`config.mk`:
```
export PLATFORM = sky130hd
export DESIGN_NAME = rgb_blink_engine
export DESIGN_NICKNAME = d
export VERILOG_FILES = /design/src/rtl/rgb_blink_pkg.sv /design/src/rtl/rgb_frame_timer.sv /design/src/rtl/rgb_blink_timer.sv /design/src/rtl/rgb_pwm_channel.sv /design/src/rtl/rgb_blink_engine.sv
export SDC_FILE = /design/constraint.sdc
export NUM_CORES = 1
export LEC_CHECK = 0
export BUFFER_PORTS_ARGS = -buffer_cell sky130_fd_sc_hd__buf_4
export CAP_MARGIN = 20
export CORE_ASPECT_RATIO = 0.75
export CORE_MARGIN = 2
export CORE_UTILIZATION = 55
export CTS_BUF_LIST = sky130_fd_sc_hd__clkbuf_4 sky130_fd_sc_hd__clkbuf_8
export DETAILED_ROUTE_END_ITERATION = 10
export MAX_ROUTING_LAYER = met4
export PLACE_DENSITY = 0.7
export SLEW_MARGIN = 10
export SYNTH_ARGS = -nofsm -noshare
export SYNTH_HDL_FRONTEND = slang
export SYNTH_SLANG_ARGS = --single-unit
```
`constraint.sdc`:
```
create_clock -name clk_i -period 10.6 [get_ports clk_i]
set_input_delay 1.59 -clock clk_i [delete_from_list [all_inputs] [get_ports clk_i]]
set_output_delay 1.59 -clock clk_i [all_outputs]
set_load 0.1 [all_outputs]
```
`src/rtl/rgb_blink_pkg.sv`:
```
package rgb_blink_pkg;
  localparam int unsigned CODE_W    = 4;
  localparam int unsigned NUM_PHASE = 3;
  localparam int unsigned CODE_MAX  = 15;
  typedef logic [CODE_W-1:0] code_t;
endpackage

```
`src/rtl/rgb_frame_timer.sv`:
```
module rgb_frame_timer #(
  parameter int unsigned PHASE_US = 50,
  localparam int unsigned SLOT_W  = $clog2(PHASE_US)
) (
  input  logic              clk_i,
  input  logic              rst_ni,
  input  logic              run_i,
  input  logic              tick_i,
  output logic [SLOT_W-1:0] slot_o,
  output logic [1:0]        phase_o
);
  always_ff @(posedge clk_i or negedge rst_ni) begin
    if (!rst_ni) begin
      slot_o  <= '0;
      phase_o <= '0;
    end else if (!run_i) begin
      slot_o  <= '0;
      phase_o <= '0;
    end else if (tick_i) begin
      if (slot_o == SLOT_W'(PHASE_US - 1)) begin
        slot_o  <= '0;
        phase_o <= (phase_o == 2'd2) ? 2'd0 : phase_o + 2'd1;
      end else begin
        slot_o <= slot_o + 1'b1;
      end
    end
  end
endmodule

```
`src/rtl/rgb_blink_timer.sv`:
```
module rgb_blink_timer #(
  parameter int unsigned BLINK_BASE_US = 250000,
  localparam int unsigned SUB_BASE = BLINK_BASE_US / 16,
  localparam int unsigned SUB_W    = $clog2(SUB_BASE * 8 + 1)
) (
  input  logic       clk_i,
  input  logic       rst_ni,
  input  logic       run_i,
  input  logic       tick_i,
  input  logic [1:0] cycle_sel_i,
  output logic [3:0] pos_o
);
  logic [SUB_W-1:0] sub_q, sub_lim;

  // one sixteenth of the selected period, minus one
  always_comb sub_lim = (SUB_W'(SUB_BASE) << cycle_sel_i) - 1'b1;

  always_ff @(posedge clk_i or negedge rst_ni) begin
    if (!rst_ni) begin
      sub_q <= '0;
      pos_o <= '0;
    end else if (!run_i) begin
      sub_q <= '0;
      pos_o <= '0;
    end else if (tick_i) begin
      if (sub_q >= sub_lim) begin
        sub_q <= '0;
        pos_o <= pos_o + 4'd1;
      end else begin
        sub_q <= sub_q + 1'b1;
      end
    end
  end
endmodule

```
`src/rtl/rgb_pwm_channel.sv`:
```
module rgb_pwm_channel
  import rgb_blink_pkg::*;
#(
  parameter int unsigned PHASE_US     = 50,
  parameter int unsigned RAMP_STEP_US = 2000,
  parameter int unsigned MY_PHASE     = 0,
  localparam int unsigned SLOT_W = $clog2(PHASE_US),
  localparam int unsigned RAMP_W = $clog2(RAMP_STEP_US * 16 + 1)
) (
  input  logic              clk_i,
  input  logic              rst_ni,
  input  logic              run_i,
  input  logic              tick_i,
  input  code_t             duty_i,
  input  code_t             slope_i,
  input  code_t             on_pt_i,
  input  code_t             off_pt_i,
  input  logic [3:0]        pos_i,
  input  logic [SLOT_W-1:0] slot_i,
  input  logic [1:0]        phase_i,
  input  logic              flash_i,
  output logic              lit_o
);
  code_t             cur_q, target, eff;
  logic [RAMP_W-1:0] cnt_q, step_lim;
  logic              steady, dark, in_win, my_turn;

  always_comb begin
    steady   = (on_pt_i == '0) && (off_pt_i == '0);
    dark     = (on_pt_i == off_pt_i) && !steady;
    if (on_pt_i < off_pt_i) in_win = (pos_i >= on_pt_i) && (pos_i < off_pt_i);
    else                    in_win = (pos_i >= on_pt_i) || (pos_i < off_pt_i);
    target   = in_win ? duty_i : '0;
    step_lim = RAMP_W'((32'(slope_i) + 32'd1) * RAMP_STEP_US - 32'd1);
    eff      = steady ? duty_i : (dark ? '0 : cur_q);
    my_turn  = flash_i || (32'(phase_i) == MY_PHASE);
    lit_o    = run_i && my_turn && (eff != '0) &&
               ((32'(slot_i) * CODE_MAX) < (32'(eff) * PHASE_US));
  end

  always_ff @(posedge clk_i or negedge rst_ni) begin
    if (!rst_ni) begin
      cur_q <= '0;
      cnt_q <= '0;
    end else if (!run_i || dark) begin
      cur_q <= '0;
      cnt_q <= '0;
    end else if (steady) begin
      cur_q <= duty_i;
      cnt_q <= '0;
    end else if (tick_i) begin
      if (cur_q == target) begin
        cnt_q <= '0;
      end else if (cnt_q >= step_lim) begin
        cnt_q <= '0;
        cur_q <= (cur_q < target) ? cur_q + 4'd1 : cur_q - 4'd1;
      end else begin
        cnt_q <= cnt_q + 1'b1;
      end
    end
  end
endmodule

```
`src/rtl/rgb_blink_engine.sv`:
```
module rgb_blink_engine
  import rgb_blink_pkg::*;
#(
  parameter int unsigned NUM_GRP       = 2,
  parameter int unsigned PHASE_US      = 50,
  parameter int unsigned BLINK_BASE_US = 250000,
  parameter int unsigned RAMP_STEP_US  = 2000,
  localparam int unsigned NUM_CH = NUM_GRP * NUM_PHASE,
  localparam int unsigned SLOT_W = $clog2(PHASE_US)
) (
  input  logic                     clk_i,
  input  logic                     rst_ni,
  input  logic                     tick_i,
  input  logic                     start_i,
  input  logic                     pwm_en_i,
  input  logic [1:0]               cycle_sel_i,
  input  logic [NUM_GRP-1:0]       flash_i,
  input  logic [NUM_CH-1:0]        en_i,
  input  logic [NUM_CH-1:0]        ext_sel_i,
  input  logic                     ext_pwm_i,
  input  logic [CODE_W*NUM_CH-1:0] duty_i,
  input  logic [CODE_W*NUM_CH-1:0] slope_i,
  input  logic [CODE_W*NUM_CH-1:0] on_pt_i,
  input  logic [CODE_W*NUM_CH-1:0] off_pt_i,
  output logic [NUM_CH-1:0]        out_o
);
  logic [SLOT_W-1:0] slot;
  logic [1:0]        phase;
  logic [3:0]        pos;
  logic [NUM_CH-1:0] lit;

  rgb_frame_timer #(.PHASE_US(PHASE_US)) u_frame (
    .clk_i, .rst_ni, .run_i(start_i), .tick_i,
    .slot_o(slot), .phase_o(phase)
  );

  rgb_blink_timer #(.BLINK_BASE_US(BLINK_BASE_US)) u_blink (
    .clk_i, .rst_ni, .run_i(start_i), .tick_i, .cycle_sel_i,
    .pos_o(pos)
  );

  for (genvar c = 0; c < NUM_CH; c++) begin : g_ch
    rgb_pwm_channel #(
      .PHASE_US(PHASE_US), .RAMP_STEP_US(RAMP_STEP_US),
      .MY_PHASE(c % NUM_PHASE)
    ) u_ch (
      .clk_i, .rst_ni, .run_i(start_i), .tick_i,
      .duty_i  (duty_i  [c*CODE_W +: CODE_W]),
      .slope_i (slope_i [c*CODE_W +: CODE_W]),
      .on_pt_i (on_pt_i [c*CODE_W +: CODE_W]),
      .off_pt_i(off_pt_i[c*CODE_W +: CODE_W]),
      .pos_i(pos), .slot_i(slot), .phase_i(phase),
      .flash_i(flash_i[c / NUM_PHASE]),
      .lit_o(lit[c])
    );

    always_comb
      out_o[c] = start_i && en_i[c] && (!pwm_en_i || lit[c]) &&
                 (!ext_sel_i[c] || ext_pwm_i);
  end
endmodule

```
==> results.py <==
metrics = {
    "sta": {
        "finalMaxSlewViolations": 0,
        "least_setup_slack_across_all_paths_after_layout_ns": 2.99,
        "fin_tns_setup_ns": 0,
        "rel_slew_slack_pct": 26.7,
        "timing_worst_slew_pin_value_ns": 1.09,
        "rsz0062_at_grt": "no",
        "min_period_over_period_pct": 71.8,
        "holdWs_ns": 0.531,
        "post-route-min-period_ns": 7.61,
        "fmax_mhz": 131,
        "finalSetupViolCount": 0,
        "timing_hold_violations_final": 0,
        "fin_skew_ns": 0.0182,
    },
    "cts": {
        "tritoncts_num_sinks": 143,
        "worst_skew_pair.late_latency_ns": 0.49,
        "clockRootBuffer": "clkbuf_8",
        "clk_transition_reported_paths_ns": 0.09,
        "cts_made_buffers": 17,
        "cts_hold_buf": 0,
        "ctsResizeCount": 0,
        "cts-htree-levels": 4,
        "post_cts.repair.setup_buffers": 0,
        "cts-root-to-sink-buffers": 2,
        "clock_tree_from_tritoncts": "done",
    },
    "setup_path": {
        "end_kind": "output port",
        "logic_depth_of_the_worst_register_to_register_path": 19,
        "worst-endpoint-arrival_ns": 6.02,
        "crit_buf_inv": 6,
        "max_stage_delay_ns": 0.49,
        "r2r-start": "u_blink.pos_o[0]$_DFFE_PN0P_",
        "cp-start-kind": "input port",
        "timing.critical_path.cells": "buf_4, nor4_1, and2_1, a41oi_1, buf_4, a21boi_0, inv_1, ha_1, inv_1, fa_1, inv_1, a31oi_1, xor2_1, ha_1, a22o_1, nor4_1, o221ai_1, o21ai_0, o2111a_1, buf_4",
        "setup.reg_to_reg.worst_slack_ns": 5.49,
        "critical_path.slowest_cell": "nor4_1",
        "required_ns": 9.01,
        "worst-path-max-fanout": 13,
        "crit_type": "in -> out",
        "crit_family": "compound AO/OA/AOI/OAI gates",
        "worst_r2r_endpoint": "g_ch[2].u_ch.cur_q[3]$_DFFE_PN0P_",
    },
    "final_layout": {
        "fraction_of_final_layout_cells_with_drive_strength_greater_than_1_pct": 8.25,
        "fillers": 3192,
        "multiInputGateArea_sq_mm": 0.0155,
        "area_delta_synth_final_pct": 9.38,
        "nNetsFinal": 3107,
        "postLayoutCoreUtil_pct": 61.4,
        "layout.area.seq_sq_mm": 0.00358,
    },
    "global_routing": {
        "aggregate_global_route_resource_usage_pct": 26.6,
        "grt.overflow.total": 0,
        "via_count_of_the_first_global_routing_pass": 16600,
        "antenna_found_initial": 1,
        "grt_first_pass_wirelength_mm": 81.2,
        "grt_max_degree": 78,
    },
    "synth": {
        "ys_warn_count": 0,
        "syn-instance-count": 2370,
        "synth.most_common_cell": "ha_1",
        "async_flop_share_pct": 100,
        "post_synthesis_register_bit_count": 143,
        "yosys.area.top_type": "ha_1",
        "synthesis.area_per_instance_sq_um": 8.55,
        "synthDistinctLibCells": 88,
        "synth.top_cells.by_count": "ha_1 (441), inv_1 (277), nand2_1 (179)",
        "synth.area.top_cells": "ha_1 (27%), dfrtp_1 (18%), fa_1 (6.3%), inv_1 (5.1%), xor2_1 (4.6%)",
        "cell_area_synth_sq_mm": 0.0203,
        "synth_seq_area_share_pct": 17.7,
        "yosysTopAreaCellShare_pct": 27.2,
        "postSynth.topFlopCell": "dfrtp_1",
        "synth-edff-count": 0,
    },
    "power": {
        "design_power_total_w": 0.00320,
        "powerDensity_mw_per_mm2": 144,
        "cellLeakagePower_nw": 11.5,
        "largest_voltage_drop_on_the_vdd_net_v": 0.000137,
    },
    "floorplanning": {
        "ioPinCount": 124,
        "core-area_sq_mm": 0.0361,
        "fp_rows": 60,
        "start_util_pct": 56.1,
        "floorplan.die.width_um": 226,
        "chipHeight_um": 170,
        "die_area_sq_mm": 0.0384,
    },
    "route": {
        "finalWirelength_mm": 48.1,
        "antenna_violation_net_count_after_detailed_routing": 0,
        "met2RoutedLength_mm": 21.2,
        "wl_met3_mm": 1.87,
        "routedWlPerCell_um": 16.1,
        "detailroute.via_count": 17000,
        "routed.top_layer": "met4",
        "vias_per_cell": 5.67,
        "count_of_unresolved_drc_violations_after_routing": 0,
        "drt-initial-drc-count": 1051,
        "length_of_routed_wiring_on_met1_mm": 24.3,
        "router_iterations_before_antenna_repair": 5,
    },
    "worst_hold_path": {
        "holdCritPathClass": "reg -> reg",
        "min_delay_path_depth": 1,
        "holdPathEnd": "g_ch[5].u_ch.cnt_q[13]$_DFFE_PN0P_",
        "hold_path_startpoint": "g_ch[5].u_ch.cnt_q[13]$_DFFE_PN0P_",
    },
    "job": {
        "maxCapViolCount": 0,
    },
    "placed_design": {
        "detailed_place_hpwl_mm": 38.6,
        "pre_cts_slack_ns": 2.97,
        "portBuffers": 123,
        "routabilityCongestion": 0.877,
    },
    "status": {
        "status": "finished, final reports clean",
    },
}
[area by class of cell]
cell class	count	area share [%]
Clock inverter	15	0.988
Antenna cell	1	0.0113
Inverter	283	4.79
Timing Repair Buffer	128	4.44
Clock buffer	17	1.06
Sequential cell	143	16.1
Tap cell	496	2.80
Multi-Input combinational cell	1911	69.8
[logic make-up (layout without fill, tap and decap cells)]
kind of cell    Yosys count  after routing  share of synthesized area, %
buf+inv                 319            443                          6.10
flops                   143            143                          17.7
simple gates            674            674                          16.8
xor+xnor                207            207                          9.08
compound gates          508            508                          16.1
fa+ha+maj               507            507                          33.7
other cells               1              5                        0.0185
mux                      11             11                         0.562
[power by group]
group | switching (W) | leakage [nW] | internal, W
combinational | 0.00116 | 9.27 | 0.000907
sequential | 0.0000441 | 1.97 | 0.000576
clock | 0.000237 | 0.221 | 0.000279
total | 0.00144 | 11.5 | 0.00176
[through the flow]
| step | instances | cell area, sq um |
|---|---|---|
| final | 2994 | 22200 |
| after global routing | 2994 | 22200 |
| after CTS | 2992 | 22100 |
| after detailed placement | 2960 | 21700 |
| after global placement | 2960 | 21700 |
| after floorplan | 2373 | 20300 |
[how the worst max path moves through the flow]
stage,from,end,slack [ns],cells after the start
finish,off_pt_i[21],out_o[5],2.99,20
global route,off_pt_i[21],out_o[5],2.60,20
CTS,off_pt_i[21],out_o[5],2.98,20
detailed placement,off_pt_i[21],out_o[5],2.97,20
global placement,off_pt_i[21],out_o[5],3.18,20
floorplan,off_pt_i[18],out_o[4],2.75,18
[state kept, by name, indices dropped and copies added (netlist names)]
name and count:
u_frame.slot_o 6, u_frame.phase_o 2, u_blink.sub_q 17, u_blink.pos_o 4, g_ch.u_ch.cur_q 24, g_ch.u_ch.cnt_q 90
[cell usage in the layout (no fill, tap or decap), types with 23 or more instances in the layout]
master and n:
a211oi_1 25, a21o_1 56, a21oi_1 144, and2_1 24, and3_1 26, buf_4 126
dfrtp_1 143, fa_1 64, ha_1 441, inv_1 277, nand2_1 179, nand2b_1 34
nand3_1 61, nand4_1 56, nor2_1 174, nor2b_1 23, nor3_1 28, o21ai_0 115
xnor2_1 99, xor2_1 106
[metal layers]
layer	GRT usage, %	up-vias
li1	-	8519
met1	37.4	8099
met2	40.4	308
met3	4.06	41
met4	5.61	0
met5	-	-
Note: power is estimated with default switching activity, not from simulation.
